===== src/rtl/chn_pkg.sv =====
package chn_pkg;

  typedef enum logic [3:0] {
    ST_IDLE, ST_WAIT, ST_FREQ, ST_FRSP, ST_CHECK,
    ST_RREQ, ST_RRSP, ST_WREQ, ST_WRSP,
    ST_SREQ, ST_SRSP, ST_DONE, ST_HALT
  } chn_state_e;

  // descriptor word offsets (word index)
  localparam logic [2:0] W_NEXT = 3'd0;
  localparam logic [2:0] W_CTL0 = 3'd1;
  localparam logic [2:0] W_SRC  = 3'd3;
  localparam logic [2:0] W_DST  = 3'd4;
  localparam logic [2:0] W_LEN  = 3'd5;
  localparam logic [2:0] W_STAT = 3'd7;

  // control word 0 bit positions
  localparam int CB_IRQ   = 0;
  localparam int CB_DEC   = 1;
  localparam int CB_CHAIN = 2;
  localparam int CB_CIPH  = 5;
  localparam int CB_HWKEY = 10;
  localparam int CB_PLKEY = 11;

  // status codes and flags
  localparam logic [7:0] CODE_NEXT_ZERO = 8'd1;
  localparam logic [7:0] CODE_BAD_MODE  = 8'd5;
  localparam logic [7:0] FLG_DST   = 8'h20;
  localparam logic [7:0] FLG_SRC   = 8'h10;
  localparam logic [7:0] FLG_FETCH = 8'h08;
  localparam logic [7:0] FLG_SETUP = 8'h04;

  typedef struct packed {
    logic pl_key;
    logic hw_key;
    logic ciph;
    logic chain;
    logic dec;
    logic irq;
  } ctl_t;

endpackage


===== src/rtl/chn_sema.sv =====
module chn_sema #(
  parameter int SW = 8
) (
  input  logic          clk,
  input  logic          rst_n,
  input  logic          add_en,
  input  logic [SW-1:0] add_val,
  input  logic          dec_en,
  output logic [SW-1:0] count
);
  logic [SW:0] sum_add;
  logic [SW:0] sum_net;

  always_comb begin
    sum_add = {1'b0, count} + (add_en ? {1'b0, add_val} : '0);
    sum_net = sum_add;
    if (dec_en && (sum_add != '0)) sum_net = sum_add - 1'b1;
  end

  always_ff @(posedge clk or negedge rst_n) begin
    if (!rst_n)            count <= '0;
    else if (sum_net[SW])  count <= '1;
    else                   count <= sum_net[SW-1:0];
  end
endmodule


===== src/rtl/chn_status.sv =====
module chn_status (
  input  logic        clk,
  input  logic        rst_n,
  input  logic        clr,
  input  logic        code_en,
  input  logic [7:0]  code,
  input  logic        flag_en,
  input  logic [7:0]  flags,
  output logic [31:0] status
);
  logic [7:0] code_q;
  logic [7:0] flags_q;

  always_ff @(posedge clk or negedge rst_n) begin
    if (!rst_n) begin
      code_q  <= '0;
      flags_q <= '0;
    end else if (clr) begin
      code_q  <= '0;
      flags_q <= '0;
    end else begin
      if (code_en && code_q == '0) code_q <= code;
      if (flag_en) flags_q <= flags_q | flags;
    end
  end

  assign status = {8'h00, code_q, 8'h00, flags_q};
endmodule


===== src/rtl/chn_hook.sv =====
module chn_hook #(
  parameter int          DW   = 32,
  parameter logic [31:0] MASK = '0
) (
  input  logic          enable,
  input  logic [DW-1:0] din,
  output logic [DW-1:0] dout
);
  // cipher insertion point; the mask stands in for a keyed transform
  assign dout = din ^ (enable ? DW'(MASK) : '0);
endmodule


===== src/rtl/desc_chan_engine.sv =====
module desc_chan_engine
  import chn_pkg::*;
#(
  parameter int          AW        = 32,
  parameter int          SW        = 8,
  parameter logic [31:0] HOOK_MASK = '0
) (
  input  logic          clk,
  input  logic          rst_n,
  input  logic          cmd_ptr_wr,
  input  logic [AW-1:0] cmd_ptr_wdata,
  input  logic          sema_wr,
  input  logic [SW-1:0] sema_wdata,
  output logic          mem_req_valid,
  input  logic          mem_req_ready,
  output logic          mem_req_write,
  output logic [AW-1:0] mem_req_addr,
  output logic [31:0]   mem_req_wdata,
  input  logic          mem_rsp_valid,
  input  logic [31:0]   mem_rsp_rdata,
  input  logic          mem_rsp_err,
  output logic [SW-1:0] sema_count,
  output logic [31:0]   chan_status,
  output logic          running,
  output logic          waiting,
  output logic          irq
);
  localparam int DW = 32;

  chn_state_e    st_q;
  logic [AW-1:0] cmd_ptr_q, cur_q, next_q, src_q, dst_q, off_q;
  logic [DW-1:0] len_q, data_q, hook_out;
  logic [2:0]    fidx_q;
  ctl_t          ctl_q;
  logic          kick_q, irq_q;
  logic          sema_dec;
  logic          code_en, flag_en, fail, rsp_ok, rsp_bad;
  logic [7:0]    code_val, flag_val;
  logic          idle_like;

  assign rsp_ok    = mem_rsp_valid && !mem_rsp_err;
  assign rsp_bad   = mem_rsp_valid &&  mem_rsp_err;
  assign sema_dec  = (st_q == ST_DONE) && ctl_q.dec;
  assign idle_like = (st_q == ST_IDLE) || (st_q == ST_WAIT) || (st_q == ST_HALT);

  chn_sema #(.SW(SW)) u_sema (
    .clk(clk), .rst_n(rst_n),
    .add_en(sema_wr), .add_val(sema_wdata),
    .dec_en(sema_dec), .count(sema_count)
  );

  chn_status u_status (
    .clk(clk), .rst_n(rst_n), .clr(cmd_ptr_wr),
    .code_en(code_en), .code(code_val),
    .flag_en(flag_en), .flags(flag_val),
    .status(chan_status)
  );

  chn_hook #(.DW(DW), .MASK(HOOK_MASK)) u_hook (
    .enable(ctl_q.ciph), .din(mem_rsp_rdata), .dout(hook_out)
  );

  // error detection
  always_comb begin
    code_en  = 1'b0;
    code_val = '0;
    flag_en  = 1'b0;
    flag_val = '0;
    case (st_q)
      ST_FRSP, ST_SRSP: if (rsp_bad) begin flag_en = 1'b1; flag_val = FLG_FETCH; end
      ST_RRSP:          if (rsp_bad) begin flag_en = 1'b1; flag_val = FLG_SRC;   end
      ST_WRSP:          if (rsp_bad) begin flag_en = 1'b1; flag_val = FLG_DST;   end
      ST_CHECK: begin
        if (ctl_q.ciph && ctl_q.hw_key && ctl_q.pl_key) begin
          code_en  = 1'b1;
          code_val = CODE_BAD_MODE;
        end else if (len_q[3:0] != 4'h0) begin
          flag_en  = 1'b1;
          flag_val = FLG_SETUP;
        end
      end
      ST_DONE: if (ctl_q.chain && next_q == '0) begin
        code_en  = 1'b1;
        code_val = CODE_NEXT_ZERO;
      end
      default: ;
    endcase
  end
  assign fail = code_en || flag_en;

  // memory request mux
  always_comb begin
    mem_req_valid = 1'b0;
    mem_req_write = 1'b0;
    mem_req_addr  = '0;
    mem_req_wdata = '0;
    case (st_q)
      ST_FREQ: begin
        mem_req_valid = 1'b1;
        mem_req_addr  = cur_q + AW'({fidx_q, 2'b00});
      end
      ST_RREQ: begin
        mem_req_valid = 1'b1;
        mem_req_addr  = src_q + off_q;
      end
      ST_WREQ: begin
        mem_req_valid = 1'b1;
        mem_req_write = 1'b1;
        mem_req_addr  = dst_q + off_q;
        mem_req_wdata = data_q;
      end
      ST_SREQ: begin
        mem_req_valid = 1'b1;
        mem_req_write = 1'b1;
        mem_req_addr  = cur_q + AW'({W_STAT, 2'b00});
        mem_req_wdata = 32'd1;
      end
      default: ;
    endcase
  end

  always_ff @(posedge clk or negedge rst_n) begin
    if (!rst_n) begin
      st_q      <= ST_IDLE;
      cmd_ptr_q <= '0;
      cur_q     <= '0;
      next_q    <= '0;
      src_q     <= '0;
      dst_q     <= '0;
      off_q     <= '0;
      len_q     <= '0;
      data_q    <= '0;
      fidx_q    <= '0;
      ctl_q     <= '0;
      kick_q    <= 1'b0;
      irq_q     <= 1'b0;
    end else begin
      irq_q <= fail || ((st_q == ST_DONE) && ctl_q.irq);
      if (cmd_ptr_wr) cmd_ptr_q <= cmd_ptr_wdata;

      case (st_q)
        ST_IDLE: if (kick_q && sema_count != '0) begin
          cur_q  <= cmd_ptr_q;
          fidx_q <= '0;
          kick_q <= 1'b0;
          st_q   <= ST_FREQ;
        end
        ST_WAIT: if (sema_count != '0) begin
          fidx_q <= '0;
          st_q   <= ST_FREQ;
        end
        ST_FREQ: if (mem_req_ready) st_q <= ST_FRSP;
        ST_FRSP: if (rsp_ok) begin
          case (fidx_q)
            W_NEXT: next_q <= AW'(mem_rsp_rdata);
            W_CTL0: ctl_q  <= '{pl_key: mem_rsp_rdata[CB_PLKEY],
                                hw_key: mem_rsp_rdata[CB_HWKEY],
                                ciph:   mem_rsp_rdata[CB_CIPH],
                                chain:  mem_rsp_rdata[CB_CHAIN],
                                dec:    mem_rsp_rdata[CB_DEC],
                                irq:    mem_rsp_rdata[CB_IRQ]};
            W_SRC:  src_q  <= AW'(mem_rsp_rdata);
            W_DST:  dst_q  <= AW'(mem_rsp_rdata);
            W_LEN:  len_q  <= mem_rsp_rdata;
            default: ;
          endcase
          if (fidx_q == W_LEN) st_q <= ST_CHECK;
          else begin
            fidx_q <= fidx_q + 3'd1;
            st_q   <= ST_FREQ;
          end
        end
        ST_CHECK: begin
          off_q <= '0;
          st_q  <= (len_q[DW-1:4] == '0) ? ST_SREQ : ST_RREQ;
        end
        ST_RREQ: if (mem_req_ready) st_q <= ST_RRSP;
        ST_RRSP: if (rsp_ok) begin
          data_q <= hook_out;
          st_q   <= ST_WREQ;
        end
        ST_WREQ: if (mem_req_ready) st_q <= ST_WRSP;
        ST_WRSP: if (rsp_ok) begin
          off_q <= off_q + AW'(4);
          st_q  <= (off_q + AW'(4) == AW'(len_q)) ? ST_SREQ : ST_RREQ;
        end
        ST_SREQ: if (mem_req_ready) st_q <= ST_SRSP;
        ST_SRSP: if (rsp_ok) st_q <= ST_DONE;
        ST_DONE: begin
          if (ctl_q.chain) begin
            cur_q <= next_q;
            st_q  <= ST_WAIT;
          end else begin
            st_q  <= ST_IDLE;
          end
        end
        default: ;
      endcase

      if (fail)    st_q   <= ST_HALT;
      if (sema_wr) kick_q <= 1'b1;
      if (cmd_ptr_wr && idle_like) begin
        st_q   <= ST_IDLE;
        kick_q <= 1'b0;
      end
    end
  end

  assign running = (st_q != ST_IDLE) && (st_q != ST_HALT);
  assign waiting = (st_q == ST_WAIT);
  assign irq     = irq_q;
endmodule


===== config.mk =====
export PLATFORM = sky130hd
export DESIGN_NAME = desc_chan_engine
export DESIGN_NICKNAME = d
export VERILOG_FILES = /design/src/rtl/chn_pkg.sv /design/src/rtl/chn_sema.sv /design/src/rtl/chn_status.sv /design/src/rtl/chn_hook.sv /design/src/rtl/desc_chan_engine.sv
export SDC_FILE = /design/constraint.sdc
export NUM_CORES = 1
export LEC_CHECK = 0
export ABC_AREA = 1
export BUFFER_PORTS_ARGS = -buffer_cell sky130_fd_sc_hd__buf_2
export CAP_MARGIN = 20
export CELL_PAD_IN_SITES_DETAIL_PLACEMENT = 1
export CELL_PAD_IN_SITES_GLOBAL_PLACEMENT = 1
export CORE_MARGIN = 2
export CORE_UTILIZATION = 44
export CTS_CLUSTER_SIZE = 16
export DETAILED_ROUTE_END_ITERATION = 16
export PLACE_DENSITY = 0.92
export SKIP_LAST_GASP = 1
export SLEW_MARGIN = 20
export SYNTH_ARGS = -nofsm -noshare
export SYNTH_HDL_FRONTEND = slang
export SYNTH_HIERARCHICAL = 1
export SYNTH_SLANG_ARGS = --single-unit

===== constraint.sdc =====
create_clock -name clk -period 4.6 [get_ports clk]
set_input_delay 0.69 -clock clk [delete_from_list [all_inputs] [get_ports clk]]
set_output_delay 0.69 -clock clk [all_outputs]
set_load 0.05 [all_outputs]

Word level (Yosys, flattened, before mapping)
Index checks and enable logic that the tools add are counted.
Storage, ports and cells
  logic and storage cells: 171
  register bits: 295
Cells by class
  muxes and demuxes: 58
  equality and inequality tests: 34
  add/subtract/negate cells: 8
  bitwise operators: 1
  reduce and logical (&&, ||, !) cells: 49
Operator list (count)
  one-hot mux 32 bit (2 select lines): 3
  one-hot mux 32 bit (4 select lines): 1
  two-way mux 32 bit: 3
  adder 32 bit: 2
  two-way mux 4 bit: 15
  two-way mux 8 bit: 6
  one-hot mux 4 bit (12 select lines): 1
  inequality test 4 bit, second input constant: 9
  adder 32 x 3 -> 32 bit, second input constant: 1
  adder 32 x 5 -> 32 bit: 1
  adder 32 x 5 -> 32 bit, second input constant: 1
  == test 32 bit: 1
  logical NOT 32 bit: 1
  logical NOT 28 bit: 1
  two-way mux 3 bit: 8
  one-hot mux 6 bit (4 select lines): 1
  == test 4 bit, second input constant: 5
  AND reduction 3 bit: 6
  == test 4 x 3 -> 1 bit, second input constant: 4
  nonzero test 14 bit: 1
  two-way mux 1 bit: 13
  logical AND 1 bit: 12
  AND reduction 11 bit: 1
  adder 8 x 9 -> 9 bit: 1
  32 further kinds: 52

Depth between registers and ports, before layout
Gate-level depths: netlist of run 1.
  depth after elaboration: 7
  depth in mapped cells: 24

Cells and area by module
Netlist of run 1, hierarchy kept.
Modules (own cells, without submodules)
  desc_chan_engine: cells an instance 2133, instances 1, area each 15417.3 um^2
  chn_sema: cells an instance 176, instances 1, area each 1123.6 um^2
  chn_status: cells an instance 91, instances 1, area each 810.8 um^2
  chn_hook: cells an instance 32, instances 1, area each 240.2 um^2

Worst setup path after synthesis of run 1
Ideal clock, no wire load.
  kind: register -> output
  start: register st_q[2]
  end: output mem_req_addr[13]
  cell stages (with the launch flop): 19
  path slack: 272 ps
  buffers on the path: 1
  arrival: 3638 ps
  required time: 3910 ps
  cells stage by stage: dfrtp_1 > inv_1 > nor2_2 > inv_1 > nor2_2 > clkbuf_1 > nand2_1 > nand2_1 > ha_1 > o21ai_0 > o21ai_1 > inv_1 > nor2_1 > nor2_1 > inv_1 > nand2_1 > nand2_1 > xnor2_1 > o21ai_0
Between the ends
  cells in the longest elaborated chain, start to end: 2
RTL lines
  start, declared: RTL line desc_chan_engine.sv:30  | chn_state_e st_q;
  start signal, assigned: RTL line desc_chan_engine.sv:175  | st_q <= (len_q[DW-1:4] == '0) ? ST_SREQ : ST_RREQ;
  start signal, assigned: RTL line desc_chan_engine.sv:185  | st_q <= (off_q + AW'(4) == AW'(len_q)) ? ST_SREQ : ST_RREQ;
  == test 4 bit (tied with other cells): RTL line desc_chan_engine.sv:97  | case (st_q)
  one-hot mux 32 bit (4 select lines) (*): RTL line desc_chan_engine.sv:97
  end, declared: RTL line desc_chan_engine.sv:17  | output logic [AW-1:0] mem_req_addr,
Every way passes the cells marked *; elsewhere a longest branch is shown, timed or not.

Final worst setup path of run 1
  start: register st_q[0]
  end: output mem_req_addr[13]
The elaborated chain is that of the path after synthesis.

==> summary by stage, run 1 <==
Routing
The number of DRC violations after detailed-routing iteration 0 is 1675. The remaining antenna violation count after routing is 0. The post-route DRC violation count is 0.

After detailed routing, the total wire length is 69520 um. The post-detailed-route wirelength per cell is 22.18 um. Before antenna repair, the detailed router went through 6 iterations. The final route contains 18.03k vias. The vias per cell is 5.752.

STA
The worst pin sits at a relative slew slack of 36.42%. The peak clock frequency supported by timing is 211.5 MHz. The max-slew violation count is 0.

After layout, the minimum clock period comes to 4.729 ns. The final setup violation count is 12. Between clock sinks in the finished design, the worst skew comes to 0.02822 ns. The share of the clock period used by the worst path is 102.8%. In the post-route analysis, the smallest setup slack over all paths is -0.1292 ns. The actual slew at the worst max-slew pin is 0.9527 ns. The final hold violation count is 0.

Yosys
The mean area per synthesized cell is 7.233 sq um. The share of the yosys chip area belonging to registers is 41.68%. The number of different library cells used by synthesis comes to 59. In the post-synthesis netlist, the biggest area contributors are sky130_fd_sc_hd__dfrtp_1 (42%), sky130_fd_sc_hd__nand2_1 (16%), sky130_fd_sc_hd__o21ai_0 (6.2%). The commonest cells after synthesis are sky130_fd_sc_hd__nand2_1 (755), sky130_fd_sc_hd__dfrtp_1 (293), sky130_fd_sc_hd__inv_1 (252). After synthesis, the largest family of logic cells by area is simple AND/OR/NAND/NOR gates. The compound-gate portion of the synthesized area is 13.60%.

The count of flip-flops with a built-in enable after synthesis is 0. Yosys printed 6 warnings. By instance count, the leading cell after synthesis is sky130_fd_sc_hd__nand2_1. Summing the areas of all fa, ha and maj instances in the mapped netlist gives 3.642% of the synthesized area.

The post-synthesis async set-or-reset flop share is 100.0%. After Yosys synthesis, XOR and XNOR cells account for 1.038% of the synthesized area. In this run, synthesis produced a sequential element count of 293.

After synthesis, the share of cell area in mux cells is 0.1209%. Summed over its instances, the top area cell type makes up 41.68% of the synthesized netlist area. The cell taking the most area after synthesis is sky130_fd_sc_hd__dfrtp_1. After technology mapping, the gate count stands at 2432. After Yosys synthesis, and, or, nand and nor cells account for 30.29% of the synthesized area. The synthesized netlist occupies a cell area of 17590 sq um. In the synthesized netlist the dominant register cell turns out to be sky130_fd_sc_hd__dfrtp_1.

Pwr
Summed over all nets, the switching power comes to 4.625 mW. The leakage power of the design is 10.30 nW. The total power is 10.49 mW. The total internal power is 5.864 mW. Power spread over the standard cell area amounts to 508.7 nW/um^2. The combinational share of power is 38.0%. The fraction of power spent switching nets is 44.09%.

The share of total power in sequential cells is 35.5%. The worst-case IR drop observed on VDD is 0.3578 mV. The share of total power dissipated in the clock network is 26.5%.

Worst hold path
The class of the tightest hold or removal check is input port to asynchronous set/reset pin.

Floorplanning
The die covers 41600 sq um. Once the floorplan was initialized, standard cells occupied 44.38% of the core. The initialized floorplan defines 73 standard-cell rows. The chip height is 204.0 um. During I/O placement, the number of pins put on the boundary was 188. The standard cell core area is 39640 sq um. From left edge to right edge, the die measures 204.0 um.

Critical path
The startpoint type of the worst setup path is a flip-flop. STA puts the critical path data arrival time at 4.04 ns. The dominant delay contributor by cell family on the critical path is simple AND/OR/NAND/NOR gates. The sum of buffers and inverters on the critical path is 5. The worst-path maximum fanout is 16. STA puts the critical path data required time at 3.91 ns. The category of the most critical setup path is flip-flop to output pin.

The critical path's most frequent cell is sky130_fd_sc_hd__nand2_1. The cell with the largest stage delay on the worst path is sky130_fd_sc_hd__dfrtp_2. The signal on the critical path passes through nand2_1 -> nor2_4 -> buf_6 -> buf_12 -> nand2_1 -> nand2_1 -> ha_4 -> nand2_4 -> nand3_1 -> o21ai_2 -> o21ai_2 -> inv_1 -> nor2_1 -> nor2_2 -> inv_1 -> nand2_1 -> nand2_2 -> xnor2_1 -> o21ai_0 -> buf_4. The endpoint kind of the worst setup timing path is an output pin.

The delay contributed by the slowest stage of the critical path is 0.48 ns.

Run
Across the run, the number of max-cap violations was 0.

Global route
The first global-routing pass estimated 102900 um of wire. Entering global routing, the biggest net connects 95 pins. The number of antenna violations at the first check in global routing was 7. Global routing finished with a remaining overflow of 0. The total track usage is 31.92%. The via count of the first global-routing pass is 18.26k.

Placed design
The congestion estimate from routability-driven global placement came to 0.9777. In this run the tool buffered the top-level ports with 171 buffer cells. Detailed placement ended at an HPWL of 48890 um.

OpenSTA, run right after detailed placement, puts the worst setup slack at 0.07963 ns.

Clock network
TritonCTS built the clock tree. The master cell of the clock root buffer is sky130_fd_sc_hd__clkbuf_16. The maximum buffer depth of the clock tree is 3.

The clock reaches the later pin of the worst-skew pair after 0.57 ns. The H-tree depth is 2. The clock net sink count is 293. Clock-pin slew was measured on the worst setup and hold paths at 0.07 ns. The TritonCTS buffer count is 35.

Layout
The post-route netlist has 16.61% of its cells at a drive strength greater than 1. The flip-flop and latch area is 7337 sq um. Relative to the synthesized area, the layout overhead comes to 17.20%. Fill cells in the final layout number 5092. The net count reported at finish is 2712.

Summing all multi-input logic gate instances after layout gives 9019 sq um.

Outcome
The final reports fail on setup timing. The run finished, with violations left.
==> cell type report <==
class	count	area share, %
Antenna cell	3	0.03641
Clock buffer	49	4.794
Clock inverter	12	0.6554
Inverter	269	4.994
Multi-Input combinational cell	1770	43.74
Sequential cell	293	35.58
Tap cell	525	3.186
Timing Repair Buffer	213	6.966
Timing Repair inverter	1	0.04248
==> power by group through the flow <==
stage,logic (mW),registers (mW),clock network (mW)
after floorplan,2.53,3.59,0
after global placement,3.55,3.66,0
after detailed placement,3.71,3.70,0
after CTS,3.80,3.67,2.81
after global routing,4.28,3.76,2.90
final,3.98,3.72,2.78
==> final timing paths <==
check	slack (ns)	start	to	cells past startpoint
max in group asynchronous	3.37	rst_n	data_q[17]$_DFFE_PN0P_	2
min reg2reg	0.47	cmd_ptr_q[13]$_DFFE_PN0P_	cmd_ptr_q[13]$_DFFE_PN0P_	2
max reg2reg	1.62	off_q[2]$_DFFE_PN0P_	st_q[2]$_DFFE_PN0P_	18
min	0.16	rst_n	src_q[25]$_DFFE_PN0P_	1
max	-0.13	st_q[0]$_DFFE_PN0P_	mem_req_addr[13]	20
min in group clk	0.33	cmd_ptr_wdata[5]	cmd_ptr_q[5]$_DFFE_PN0P_	3
==> repair_timing <==
item	CTS	global route
pin swaps	5	20
setup endpoints to repair	20	21
gates resized for setup	33	86
setup buffers	5	19
cloned	1	1
hold buffers	0	0
==> cells by family (layout without fill, tap and decap cells) <==
| group | Yosys count | in the layout |
|---|---|---|
| AND/OR/NAND/NOR | 1240 | 1240 |
| other | 2 | 30 |
| buffers and inverters | 394 | 544 |
| multiplexers | 2 | 2 |
| AO/OA/AOI/OAI | 431 | 431 |
| adder cells (fa/ha/maj) | 50 | 50 |
| XOR/XNOR | 20 | 20 |
| flip-flops | 293 | 293 |
==> per-layer routing <==
metal | GRT usage (%) | wire [um] | vias to the layer above
met3 | 5.198 | 4291 | 234
met5 | 0 | 54 | -
met1 | 39.74 | 27830 | 8907
li1 | - | - | 8111
met2 | 54.02 | 33230 | 774
met4 | 15.45 | 4122 | 8
==> sequential cells by signal, summed over array words and instances, names as in the netlist <==
register          flops
cur_q                32
len_q                32
irq                   1
dst_q                32
next_q               32
st_q                  4
cmd_ptr_q            32
src_q                32
u_status/flags_q      8
u_sema/count          8
kick_q                1
u_status/code_q       8
ctl_q                 6
off_q                30
fidx_q                3
data_q               32
==> cells in the final DEF, fill, tap and decap left out, types with 6 or more instances in the layout <==
cell / instances
sky130_fd_sc_hd__a21oi_1: 84
sky130_fd_sc_hd__a21oi_2: 14
sky130_fd_sc_hd__a31oi_1: 24
sky130_fd_sc_hd__buf_12: 12
sky130_fd_sc_hd__buf_2: 154
sky130_fd_sc_hd__buf_4: 38
sky130_fd_sc_hd__buf_6: 6
sky130_fd_sc_hd__clkbuf_1: 8
sky130_fd_sc_hd__clkbuf_16: 36
sky130_fd_sc_hd__clkbuf_8: 6
sky130_fd_sc_hd__conb_1: 27
sky130_fd_sc_hd__dfrtp_1: 289
sky130_fd_sc_hd__ha_1: 37
sky130_fd_sc_hd__ha_2: 8
sky130_fd_sc_hd__inv_1: 247
sky130_fd_sc_hd__inv_2: 15
sky130_fd_sc_hd__nand2_1: 745
sky130_fd_sc_hd__nand2_2: 24
sky130_fd_sc_hd__nand2_4: 8
sky130_fd_sc_hd__nand3_1: 96
sky130_fd_sc_hd__nand3_2: 7
sky130_fd_sc_hd__nand3b_1: 17
sky130_fd_sc_hd__nand4_1: 37
sky130_fd_sc_hd__nor2_1: 221
sky130_fd_sc_hd__nor2_2: 20
sky130_fd_sc_hd__nor2_4: 15
sky130_fd_sc_hd__nor3_1: 13
sky130_fd_sc_hd__nor4_1: 16
sky130_fd_sc_hd__o211ai_1: 11
sky130_fd_sc_hd__o21ai_0: 203
sky130_fd_sc_hd__o21ai_1: 13
sky130_fd_sc_hd__o21ai_2: 13
sky130_fd_sc_hd__o22ai_1: 36
sky130_fd_sc_hd__xnor2_1: 7
sky130_fd_sc_hd__xor2_1: 12
==> stage by stage <==
| stage | area, sq um | util, % | hold slack, ns | instances | setup TNS, ns |
|---|---|---|---|---|---|
| 2_1_floorplan | 17690 | - | 0.3944 | 2457 | 0 |
| 3_3_place_gp | 18840 | 47.53 | 0.4588 | 3045 | 0 |
| 3_5_place_dp | 18840 | 47.53 | 0.4673 | 3045 | 0 |
| 4_1_cts | 20130 | 50.79 | 0.1868 | 3112 | -0.02708 |
| 5_1_grt | 20610 | 51.99 | 0.2101 | 3132 | -2.710 |
| 6_report | 20620 | 52.01 | 0.1632 | 3135 | -0.8503 |
Note: power is estimated with default switching activity, not from simulation.
==> run 2: changes to the inputs <==
--- a/config.mk
+++ b/config.mk
@@ -15,6 +15,8 @@
 export CTS_CLUSTER_SIZE = 16
 export DETAILED_ROUTE_END_ITERATION = 16
 export PLACE_DENSITY = 0.92
+export RECOVER_POWER = 100
+export SKIP_CTS_REPAIR_TIMING = 1
 export SKIP_LAST_GASP = 1
 export SLEW_MARGIN = 20
 export SYNTH_ARGS = -nofsm -noshare
==> run 2 against run 1 <==
Net effect: the flow finishes with violations (capacitance limit, slew limit); core utilization down 0.70 points; flip-flop and latch count unchanged; sequential power about the same; clock skew down 0.0012 ns; global-route usage down 0.34 points; final cell count down 0.32%; non-clock buffer count down 10; worst setup slack better by 0.19 ns; die area unchanged; critical path depth down 1; final area down 1.4%; critical path type unchanged; largest cell class unchanged; highest routed layer unchanged.
==> summary by stage, run 2 (synthesized netlist as in run 1, its figures left out) <==
Critical path
The category of the most critical setup path is flip-flop to output pin. The number of buffers and inverters on the critical path is 4. The required time of the worst setup path is 3.91 ns. In this run the worst path has a maximum fanout of 6. The worst setup path is captured at an output pin. The critical path goes through inv_2 -> nor2_4 -> nand3_4 -> nand2_4 -> ha_4 -> inv_2 -> fa_2 -> inv_2 -> nand2_2 -> a21boi_2 -> nand3_2 -> nor2_4 -> nand4_1 -> nor2_4 -> nand4_1 -> or2_0 -> nand3_1 -> o21ai_2 -> clkbuf_16. The critical path data arrival time is 3.85 ns. The cell with the largest stage delay on the worst path is sky130_fd_sc_hd__dfrtp_2. The dominant delay contributor by cell family on the critical path is simple AND/OR/NAND/NOR gates. The worst setup path is launched from a flip-flop. The delay contributed by the slowest stage of the critical path is 0.45 ns.

Layout
The final instance area is 20340 sq um. From synthesis to final layout, the design area changed by 15.62%. The net count of the finished layout is 2701. The top cell types in the final layout, fill and taps aside, are sky130_fd_sc_hd__nand2_1 (749), sky130_fd_sc_hd__dfrtp_1 (289), sky130_fd_sc_hd__inv_1 (248). The post-route netlist has 15.22% of its cells at a drive strength greater than 1.

The commonest non-fill, non-tap cell in the layout is sky130_fd_sc_hd__nand2_1. The fill cell total of the finished layout is 5125.

STA
The final setup violation count is 0. The final hold violation count is 0. The max-slew violation count is 227.

Headroom to the max-slew limit came out at -72.91%. The share of the clock period used by the worst path is 98.61%. Setup repair after global routing could not meet its margin everywhere. Once routing completed, OpenROAD measured the worst setup slack at 0.06380 ns. Based on the critical path, the design can be clocked at up to 220.4 MHz. The actual slew at the worst max-slew pin is 2.594 ns.

The worst-case clock skew is 0.02704 ns. The final period demand of the worst path is 4.536 ns. The post-route worst hold slack is 0.3243 ns.

Placed design
The placed cell area is 18840 sq um. The count of input and output buffers is 171. The global placer's final weighted congestion is 0.9777. The worst slack at placement is 0.07963 ns. The total half-perimeter wirelength after legalization and detailed placement is 48890 um.

Floorplanning
In this run the vertical extent of the chip is 204.0 um. The placement row count is 73. The die outline width is 204.0 um. For this configuration, the core starts out at a cell density of 44.38%. The region available for standard cell placement spans 39640 sq um. Pin placement for this block handled 188 I/O pins.

The floorplan die area is 41600 sq um.

Worst hold path
The class of the tightest hold or removal check is input port to flip-flop.

Global route
The number of antenna violations at the first check in global routing came to 8. The total track usage is 31.58%. The largest net degree at the start of global routing is 95. The first global-routing pass estimated 101900 um of wire.

The via count of the first global-routing pass was 18.13k. Global routing finished with a remaining overflow of 0.

Clock network
The CTS tree is built. The clock latency reported for the late side of the worst-skew pair is 0.57 ns. Counting along the longest clock path gives a buffer depth of 3. The clock transition at the register clock pins on the worst setup and hold paths after CTS is 0.06 ns. The cell sitting at the root of the clock tree is a sky130_fd_sc_hd__clkbuf_16. The H-tree depth is 2.

Counting every sink on the clock net gives 293. The TritonCTS buffer count is 35.

Routing
The first detailed-routing pass ran for 5 iterations. Summing over every cut layer, the via total after detailed routing is 17.61k. The post-detailed-route wirelength per cell is 21.28 um. The remaining antenna violation count after routing is 0. Using the TritonRoute via totals, the vias-per-cell ratio works out to 5.636.

For this block, the initial DRC count from the detailed router was 1420. The total detailed-routing wirelength is 66490 um. The post-route DRC violation count is 0.

Outcome
The flow ran to the end, but the final reports show violations. The checks that failed: capacitance limit, slew limit.

Pwr
The design draws 10.39 mW. IR analysis of the VDD net gives a maximum drop of 0.3540 mV. The leakage power of the design is 10.21 nW. Dividing total power by cell area gives a power density of 510.8 nW/um^2.

Run
The number of maximum-capacitance violations is 3.
run 2: cell types whose count changed in the layout (fill, tap and decap cells not counted), moves of 3 or more:
cell / before / now
sky130_fd_sc_hd__buf_4: 38 / 33
sky130_fd_sc_hd__a21oi_2: 14 / 8
sky130_fd_sc_hd__a21oi_1: 84 / 90
sky130_fd_sc_hd__nand2_2: 24 / 20
sky130_fd_sc_hd__ha_1: 37 / 46
sky130_fd_sc_hd__o21ai_0: 203 / 206
sky130_fd_sc_hd__buf_6: 6 / 1
sky130_fd_sc_hd__nand2_1: 745 / 749
sky130_fd_sc_hd__ha_2: 8 / 1
run 2: metal layers:
metal	wire length, um	vias to the layer above	track usage, %
li1	-	8087	-
met1	27370	8753	39.14
met2	32240	609	53.27
met3	3776	158	5.405
met4	3072	4	15.66
met5	26	-	0
run 2: per-stage QoR:
step           util, %  TNS, ns  std cells
2_1_floorplan        -        0       2457
3_3_place_gp     47.53        0       3045
3_5_place_dp     47.53        0       3045
4_1_cts          50.37   -5.411       3106
5_1_grt          51.28   -1.018       3121
6_report         51.31        0       3125
run 2: path summary, 6_finish.rpt:
| path | from | to | slack [ns] | cells past startpoint |
|---|---|---|---|---|
| setup reg to reg | off_q[2]$_DFFE_PN0P_ | st_q[2]$_DFFE_PN0P_ | 1.64 | 18 |
| min in group asynchronous | rst_n | src_q[25]$_DFFE_PN0P_ | 0.90 | 1 |
| setup / recovery | st_q[3]$_DFFE_PN0P_ | mem_req_addr[26] | 0.06 | 19 |
| max in group asynchronous | rst_n | off_q[11]$_DFFE_PN0P_ | 0.62 | 2 |
| hold / removal | cmd_ptr_wdata[5] | cmd_ptr_q[5]$_DFFE_PN0P_ | 0.32 | 3 |
| hold reg to reg | cmd_ptr_q[13]$_DFFE_PN0P_ | cmd_ptr_q[13]$_DFFE_PN0P_ | 0.47 | 2 |
run 2: layout make-up:
class                      count  area, sq um  share of cell area, %
antenna                        4        10.01                0.04921
clock buffer                  49        988.4                  4.860
tap                          525        656.9                  3.230
clock inverter                12        135.1                 0.6644
multi-input combinational   1770         8899                  43.75
timing repair buffer         203         1292                  6.355
inverter                     269         1021                  5.020
sequential                   293         7337                  36.07
run 2: worst register-to-register path: stages (launching register included):
cell and delay (ns):
sky130_fd_sc_hd__dfrtp_1 0.61, sky130_fd_sc_hd__ha_1 0.41, sky130_fd_sc_hd__nand3_2 0.18, sky130_fd_sc_hd__inv_2 0.16, sky130_fd_sc_hd__nand2_2 0.11, sky130_fd_sc_hd__inv_2 0.15
sky130_fd_sc_hd__nand2_1 0.08, sky130_fd_sc_hd__nand2_1 0.08, sky130_fd_sc_hd__nand2_1 0.07, sky130_fd_sc_hd__nand2_1 0.06, sky130_fd_sc_hd__nand2_1 0.05, sky130_fd_sc_hd__nor2_1 0.09
sky130_fd_sc_hd__nand2_1 0.08, sky130_fd_sc_hd__nor2_2 0.27, sky130_fd_sc_hd__nand3_1 0.13, sky130_fd_sc_hd__nand2_1 0.08, sky130_fd_sc_hd__nand3_1 0.08, sky130_fd_sc_hd__nand2_1 0.09
sky130_fd_sc_hd__nand2_1 0.06
run 2: where the power goes:
| group | switching, mW | leakage, nW | internal (mW) |
|---|---|---|---|
| Clock | 1.20 | 0.549 | 1.57 |
| Combinational | 2.77 | 5.91 | 1.13 |
| Sequential | 0.570 | 3.76 | 3.14 |
| Total | 4.55 | 10.2 | 5.84 |
